===== src/rtl/bdot_pkg.sv =====
package bdot_pkg;

    localparam int LANE_W = 8;
    localparam int BIAS_W = 9;
    localparam int LANES  = 4;
    localparam int OUT_W  = 32;
    localparam int TERM_W = (LANE_W > BIAS_W ? LANE_W : BIAS_W) + 1;
    localparam int PROD_W = 2 * TERM_W;

    // largest lane product: both terms at the positive extreme, or both at the negative extreme
    localparam int POS_TERM = (2 ** LANE_W - 1) + (2 ** (BIAS_W - 1) - 1);
    localparam int NEG_TERM = (2 ** (LANE_W - 1)) + (2 ** (BIAS_W - 1));
    localparam int LANE_MAX = (POS_TERM > NEG_TERM) ? POS_TERM * POS_TERM
                                                    : NEG_TERM * NEG_TERM;

    typedef logic        [LANE_W-1:0] lane_t;
    typedef logic signed [BIAS_W-1:0] bias_t;
    typedef logic signed [TERM_W-1:0] term_t;
    typedef logic signed [PROD_W-1:0] prod_t;
    typedef logic        [OUT_W-1:0]  result_t;

    typedef struct packed {
        logic  sgn;
        bias_t bias;
    } opnd_cfg_t;

    typedef struct packed {
        logic    vld;
        result_t val;
    } out_stage_t;

    // widen a byte by its signedness and add the operand offset
    function automatic term_t lane_term(lane_t v, opnd_cfg_t c);
        term_t ext;
        term_t bx;
        ext = {{(TERM_W - LANE_W){c.sgn & v[LANE_W-1]}}, v};
        bx  = {{(TERM_W - BIAS_W){c.bias[BIAS_W-1]}}, c.bias};
        return ext + bx;
    endfunction

endpackage


===== src/rtl/bdot_lane.sv =====
module bdot_lane
    import bdot_pkg::*;
(
    input  lane_t     a_byte,
    input  lane_t     b_byte,
    input  opnd_cfg_t a_cfg,
    input  opnd_cfg_t b_cfg,
    output prod_t     prod
);
    term_t ta;
    term_t tb;

    assign ta   = lane_term(a_byte, a_cfg);
    assign tb   = lane_term(b_byte, b_cfg);
    assign prod = PROD_W'(ta) * PROD_W'(tb);
endmodule


===== src/rtl/bdot_sum.sv =====
module bdot_sum
    import bdot_pkg::*;
#(
    parameter int N = 4
) (
    input  prod_t   prods [N],
    output result_t sum
);
    localparam int SUM_W = PROD_W + $clog2(N) + 1;

    logic signed [SUM_W-1:0] acc;

    always_comb begin
        acc = '0;
        for (int i = 0; i < N; i++) begin
            acc = acc + SUM_W'(prods[i]);
        end
        sum = OUT_W'(acc);
    end
endmodule


===== src/rtl/bdot_outreg.sv =====
module bdot_outreg
    import bdot_pkg::*;
(
    input  logic       clk,
    input  logic       rst,
    input  logic       load,
    input  result_t    d,
    output out_stage_t q
);
    always_ff @(posedge clk) begin
        if (rst) begin
            q <= '0;
        end else begin
            q.vld <= load;
            if (load) begin
                q.val <= d;
            end
        end
    end
endmodule


===== src/rtl/bdot_unit.sv =====
module bdot_unit
    import bdot_pkg::*;
#(
    parameter int N_LANES = LANES,
    localparam int OPW    = N_LANES * LANE_W
) (
    input  logic              clk,
    input  logic              rst,
    input  logic              in_valid,
    input  logic [OPW-1:0]    op_a,
    input  logic [OPW-1:0]    op_b,
    input  logic [BIAS_W-1:0] bias_a,
    input  logic [BIAS_W-1:0] bias_b,
    input  logic              sgn_a,
    input  logic              sgn_b,
    output logic              out_valid,
    output logic [OUT_W-1:0]  out_result
);
    opnd_cfg_t  cfg_a;
    opnd_cfg_t  cfg_b;
    prod_t      lane_prod [N_LANES];
    result_t    comb_sum;
    out_stage_t stage;

    assign cfg_a = '{sgn: sgn_a, bias: bias_a};
    assign cfg_b = '{sgn: sgn_b, bias: bias_b};

    for (genvar i = 0; i < N_LANES; i++) begin : g_lane
        bdot_lane lane_i (
            .a_byte (op_a[i*LANE_W +: LANE_W]),
            .b_byte (op_b[i*LANE_W +: LANE_W]),
            .a_cfg  (cfg_a),
            .b_cfg  (cfg_b),
            .prod   (lane_prod[i])
        );
    end

    bdot_sum #(.N(N_LANES)) sum_i (
        .prods (lane_prod),
        .sum   (comb_sum)
    );

    bdot_outreg reg_i (
        .clk  (clk),
        .rst  (rst),
        .load (in_valid),
        .d    (comb_sum),
        .q    (stage)
    );

    assign out_valid  = stage.vld;
    assign out_result = stage.val;
endmodule


===== config.mk =====
export PLATFORM = sky130hd
export DESIGN_NAME = bdot_unit
export DESIGN_NICKNAME = d
export VERILOG_FILES = /design/src/rtl/bdot_pkg.sv /design/src/rtl/bdot_lane.sv /design/src/rtl/bdot_sum.sv /design/src/rtl/bdot_outreg.sv /design/src/rtl/bdot_unit.sv
export SDC_FILE = /design/constraint.sdc
export NUM_CORES = 1
export LEC_CHECK = 0
export BUFFER_PORTS_ARGS = -buffer_cell sky130_fd_sc_hd__buf_4
export CAP_MARGIN = 20
export CORE_UTILIZATION = 59
export DETAILED_ROUTE_END_ITERATION = 10
export GPL_TIMING_DRIVEN = 0
export PLACE_DENSITY_LB_ADDON = 0.05
export SYNTH_ARGS = -nofsm -noshare
export SYNTH_HDL_FRONTEND = slang
export SYNTH_SLANG_ARGS = --single-unit

===== constraint.sdc =====
create_clock -name clk -period 10.9 [get_ports clk]
set_clock_uncertainty 0.05 [all_clocks]
set_input_delay 1.09 -clock clk [delete_from_list [all_inputs] [get_ports clk]]
set_output_delay 1.09 -clock clk [all_outputs]
set_load 0.05 [all_outputs]

# Word level (Yosys, flattened, before mapping)
# Index checks and enable logic that the tools add are counted.
# word_totals
reg_bits,24
latch_bits,0
mem_bits_rw,0
rom_bits,0
input_bits,87
wordCells,25
mem_count,0
# classes
n_addsub,11
n_mul,4
div_mod_pow,0
magnitude_cmp,0
eq_ne,0
shift,0
muxes,0
bitwise,8
reduce_logical,0
# op_table
op,n
$add A9 B9 Y10,8
$mul A10 B10 Y20,4
$add A23 B20 Y23,1
$add A21 B20 Y22,1
$add A20 B20 Y21,1
$and A1 B1 Y1,8

# Depth between registers and ports, before layout
# logic_depth
depth_word,6
mapped_depth,48

# Hierarchy
# Synthesis repeated with hierarchy kept, for this count alone.
# unflattened
hier_cells,2625
area_unflattened_um2,22925.7
# modules_own_cells
module,n_inst,cells_per_inst,area_each_um2,seq_area_each_um2
bdot_lane (g_lane[3].lane_i),1,549,4898.4,0.0
bdot_lane (g_lane[1].lane_i),1,559,4889.7,0.0
bdot_lane (g_lane[0].lane_i),1,554,4839.6,0.0
bdot_lane (g_lane[2].lane_i),1,541,4705.8,0.0
bdot_sum,1,316,2389.8,0.0
bdot_outreg,1,106,1202.4,660.6

# Least setup slack after synthesis
# Ideal clock, no wire load.
# synth_path
kind,input port to flip-flop
startpoint,input op_b[0]
endpoint,register reg_i.q[22] (netlist name)
setup_time_ns,0.125
arrival_ns,11.719
t_required_ns,10.725
slack_ns,-0.994
path_stages,47
path_buffers,0
cell_sequence,ha_1 -> inv_1 -> fa_1 -> inv_1 -> a21oi_1 -> o21bai_1 -> a21o_1 -> a2111oi_0 -> a21oi_1 -> xor2_1 -> and2_1 -> fa_1 -> inv_1 -> fa_1 -> inv_1 -> fa_1 -> inv_1 -> fa_1 -> [... 11 more ...] -> a21o_1 -> a211oi_1 -> nor2_1 -> ha_1 -> fa_1 -> inv_1 -> fa_1 -> fa_1 -> inv_1 -> ha_1 -> a21oi_1 -> o21bai_1 -> a21o_1 -> a21oi_1 -> nor2b_1 -> a311oi_1 -> xnor2_1 -> o21ai_1
# synth_between
elab_chain_len,5
# synth_rtl
item,line_no,text
start: declaration,bdot_unit.sv:11,"input logic [OPW-1:0] op_b,"
$add A9 B9 Y10,bdot_pkg.sv:38,return ext + bx;
$mul A10 B10 Y20,bdot_lane.sv:15,assign prod = PROD_W'(ta) * PROD_W'(tb);
$add A20 B20 Y21,bdot_sum.sv:16,acc = acc + SUM_W'(prods[i]);
$add A21 B20 Y22,bdot_sum.sv:16,
$add A23 B20 Y23,bdot_sum.sv:16,
# No other way between the ends.
# A chain may end at the register's enable or synchronous reset.

# Worst setup path after layout
# layout_path
startpoint,input bias_b[0]
endpoint,register reg_i.q[21] (netlist bit)
# layout_between
elab_chain_len,5
elab_cells_between_ends,11
classes_between,add/sub: 7; mul: 4
# layout_rtl
item,line_no,text
start: declaration,bdot_unit.sv:13,"input logic [BIAS_W-1:0] bias_b,"
$add A9 B9 Y10,bdot_pkg.sv:38,
$mul A10 B10 Y20,bdot_lane.sv:15,
$add A20 B20 Y21,bdot_sum.sv:16,
$add A21 B20 Y22,bdot_sum.sv:16,
$add A23 B20 Y23 *,bdot_sum.sv:16,
end: declaration,bdot_outreg.sv:8,output out_stage_t q
# Every way passes the cells marked *; elsewhere a longest branch is shown, timed or not.

==> impl_summary.txt <==
----------------------------------------------------
[Outcome]
  Result of the run ... complete, but fails checks
  Violated checks ... negative setup slack

[STA]
  Fmax achieved ... around 84 MHz
  RSZ-0062 raised after global routing ... yes
  Setup TNS ... -9.19 ns
  Final Max Tran Viols ... 0
  Worst Tran Pin Value ... roughly 1.1 ns
  Part of the cycle the worst path needs ... 1.09
  Worst-case setup margin in the final layout ... -1.01 ns
  Hold Fails Final Rpt ... 0
  Min cycle time layout ... roughly 12 ns
  Relative slew slack ... 0.252
  Setup violations, final ... 13

[Synth]
  Yosys warns ... 0
  Portion of the post-synthesis area used by sequential elements ... 0.0228
  Syn Area/Cell ... 9.18 µm²
  Post-synth top flop ... dfxtp_1
  Syn nets ... 3,118
  Syn Std Cell Area ... 0.0211 mm²
  Count of flip-flops with a built-in enable after synthesis ... 0
  Gate count of the mapped netlist ... 2,297
  Netlist cell types ... 61
  Share of synthesized registers carrying an async set or reset ... 0
  Register bit count reported by yosys ... 24

[Setup path]
  WP data arrival ... between 10 and 15 ns
  Worst endpoint required time ... between 10 and 15 ns
  Crit Path Category ... input port to flip-flop
  Worst Setup End Kind ... flip-flop
  Crit start category ... input port
  Maximum fanout along the worst path ... 4
  Max incr delay on CP ... 0.55 ns
  Cell at the slowest stage of the critical path ... fa_2
  Crit path top cell by count ... fa_1
  Depth of the worst register-to-register path ... 2

[Global route]
  Total congestion overflow ... 0
  Wire length of the first global-routing pass ... roughly 86,000 µm
  Total routing usage reported by global routing ... 0.307
  Pin count of the biggest net entering global routing ... 13
  Antenna violations before repair ... 0
  Vias in the first global route ... 17,200

[Routing]
  Wire length per cell after detailed routing ... 18.0 µm
  Routed Antenna Nets ... 0
  Detailed-route via count ... 15,800
  DRT Wirelength ... 53,400 µm
  Residual DRC count ... 0
  Number of search-and-repair iterations in the first detailed-routing pass ... 5
  DRC marker count from the first detailed-route iteration ... 718
  Via/cell ratio ... 5.31

[Placement]
  Placed Cells incl. Taps ... around 2,900
  Place WS ... -1.93 ns
  Area after detailed placement ... 0.0230 mm²
  Post-detailed-placement half-perimeter wirelength ... 47,600 µm
  Routability congestion estimate from global placement ... 0.945
  Count of buffers inserted at the top-level ports ... 119

[Die]
  Height of the die ... 191 µm
  Site row count ... 68
  Total die area ... 0.0365 mm²
  CORE AREA ... 0.0349 mm²
  Initial cell density of the core ... 0.604
  # IOs ... between 100 and 150
  Die X ... 191 µm

[Final layout]
  Diodes inserted ... 0
  Net total in the final layout ... 3,337
  Signed area change from the synthesized netlist to the final layout ... 18.5%
  Register bank with the most flops ... reg_i.q
  Largest registers ... reg_i.q: 24 flops
  Most used cells in the layout excluding fill and tap cells ... 585 x inv_1, 483 x fa_1, 210 x ha_1, 203 x buf_4, 193 x nand2_1
  Number of non-filler instances in the completed layout ... ~3,000
  Number of flip-flops under the largest register name ... 24
  Most frequent standard cell in the layout excluding fill and tap cells ... inv_1
  Ratio of cells with drive above 1 in the final layout ... 0.181
  Final std cell area, no fill ... roughly 0.025 mm²

[CTS]
  Clk buf depth ... 2
  Cts bufs inserted ... 3
  CTS tree ... built
  H-tree levels ... 1
  Cell at the root of the clock tree ... clkbuf_16
  Count of clock tree sinks ... 24
  Insertion delay of the later-clocked pin in the worst-skew pair ... 0.27 ns
  Clock transition at the registers of the reported paths ... 0.06 ns

[Hold path]
  Class of the tightest hold or removal check ... flip-flop to flip-flop
  Hold-critical path depth ... 2

[Job]
  Count of maximum capacitance violations ... 0

----------------------------------------------------
worst max-delay path, delay by kind of cell:
kind                     cells  cell delay [ns]
AO/OA/AOI/OAI               14             2.23
AND/OR/NAND/NOR              3             0.67
buffers and inverters       10             0.87
adder cells (fa/ha/maj)     16             6.58
XOR/XNOR                     3             0.57
Yosys cell counts, types with 3 or more instances:
cell type	number	area share
a211oi_1	10	0.0036
a21o_1	25	0.0089
a21oi_1	53	0.013
a21oi_2	9	0.0037
a31o_2	4	0.0017
a31oi_1	8	0.0024
and2_1	109	0.032
and2b_1	4	0.0014
and3_1	3	0.00089
buf_2	6	0.0014
buf_4	9	0.0032
clkbuf_1	25	0.0045
dfxtp_1	24	0.023
fa_1	499	0.47
ha_1	235	0.14
inv_1	608	0.11
mux2i_1	9	0.0043
nand2_1	199	0.035
nand2b_1	50	0.015
nand3_1	3	0.00071
nor2_1	117	0.021
nor2b_1	46	0.014
nor3_1	12	0.0028
o21a_1	10	0.0036
o21ai_0	30	0.0071
o21ai_1	4	0.00095
o21bai_1	17	0.0061
o22ai_1	3	0.00089
or2_1	5	0.0015
or2_2	7	0.0021
or3_1	5	0.0015
xnor2_1	77	0.032
xor2_1	39	0.016
routing by layer:
layer	global-route usage	wire length, µm	vias to the layer above
met1	0.390	22200	7986
met4	0.104	1970	0
met3	0.0156	2220	120
met2	0.558	27000	445
li1	-	-	7226
met5	0	0	-
final timing paths:
path	start	end	slack (ns)
setup reg to reg	reg_i.q[10]	reg_i.q[10]	10.11
setup / recovery	bias_b[0]	reg_i.q[21]	-1.01
hold reg to reg	reg_i.q[21]	reg_i.q[21]	0.40
hold / removal	reg_i.q[21]	reg_i.q[21]	0.40
repair_timing:
item                       in CTS  in global routing
buffers inserted               74                 21
resized for setup             141                 83
hold buffers                    0                  0
cloned                          1                  0
setup endpoints to repair      15                 15
pin swaps                      86                 83
kinds of logic (layout without fill, tap and decap cells):
family                   Yosys count  count (layout)  synth area share
adder cells (fa/ha/maj)          734             734             0.614
buffers and inverters            650             866             0.118
AND/OR/NAND/NOR                  565             565             0.130
AO/OA/AOI/OAI                    199             199            0.0632
XOR/XNOR                         116             117            0.0482
flip-flops                        24              24            0.0228
multiplexers                       9               9           0.00427
final cells by class:
class                      count  area (µm²)
buffer                        40         249
clock buffer                   3        75.1
fill                        2702        9920
inverter                     609        2290
multi-input combinational   1624       19600
sequential                    24         480
tap                          455         569
timing repair buffer         214        1730
metrics by stage:
| stage | util | hold WS [ns] |
|---|---|---|
| floorplan | - | 0.610 |
| global placement | 0.659 | 0.388 |
| detailed placement | 0.659 | 0.392 |
| CTS | 0.700 | 0.400 |
| global route | 0.716 | 0.428 |
| finish | 0.716 | 0.398 |
Power is left out: the tool's default activity adds up to more than one toggle a clock period on the data nets, which glitch-free logic cannot reach.
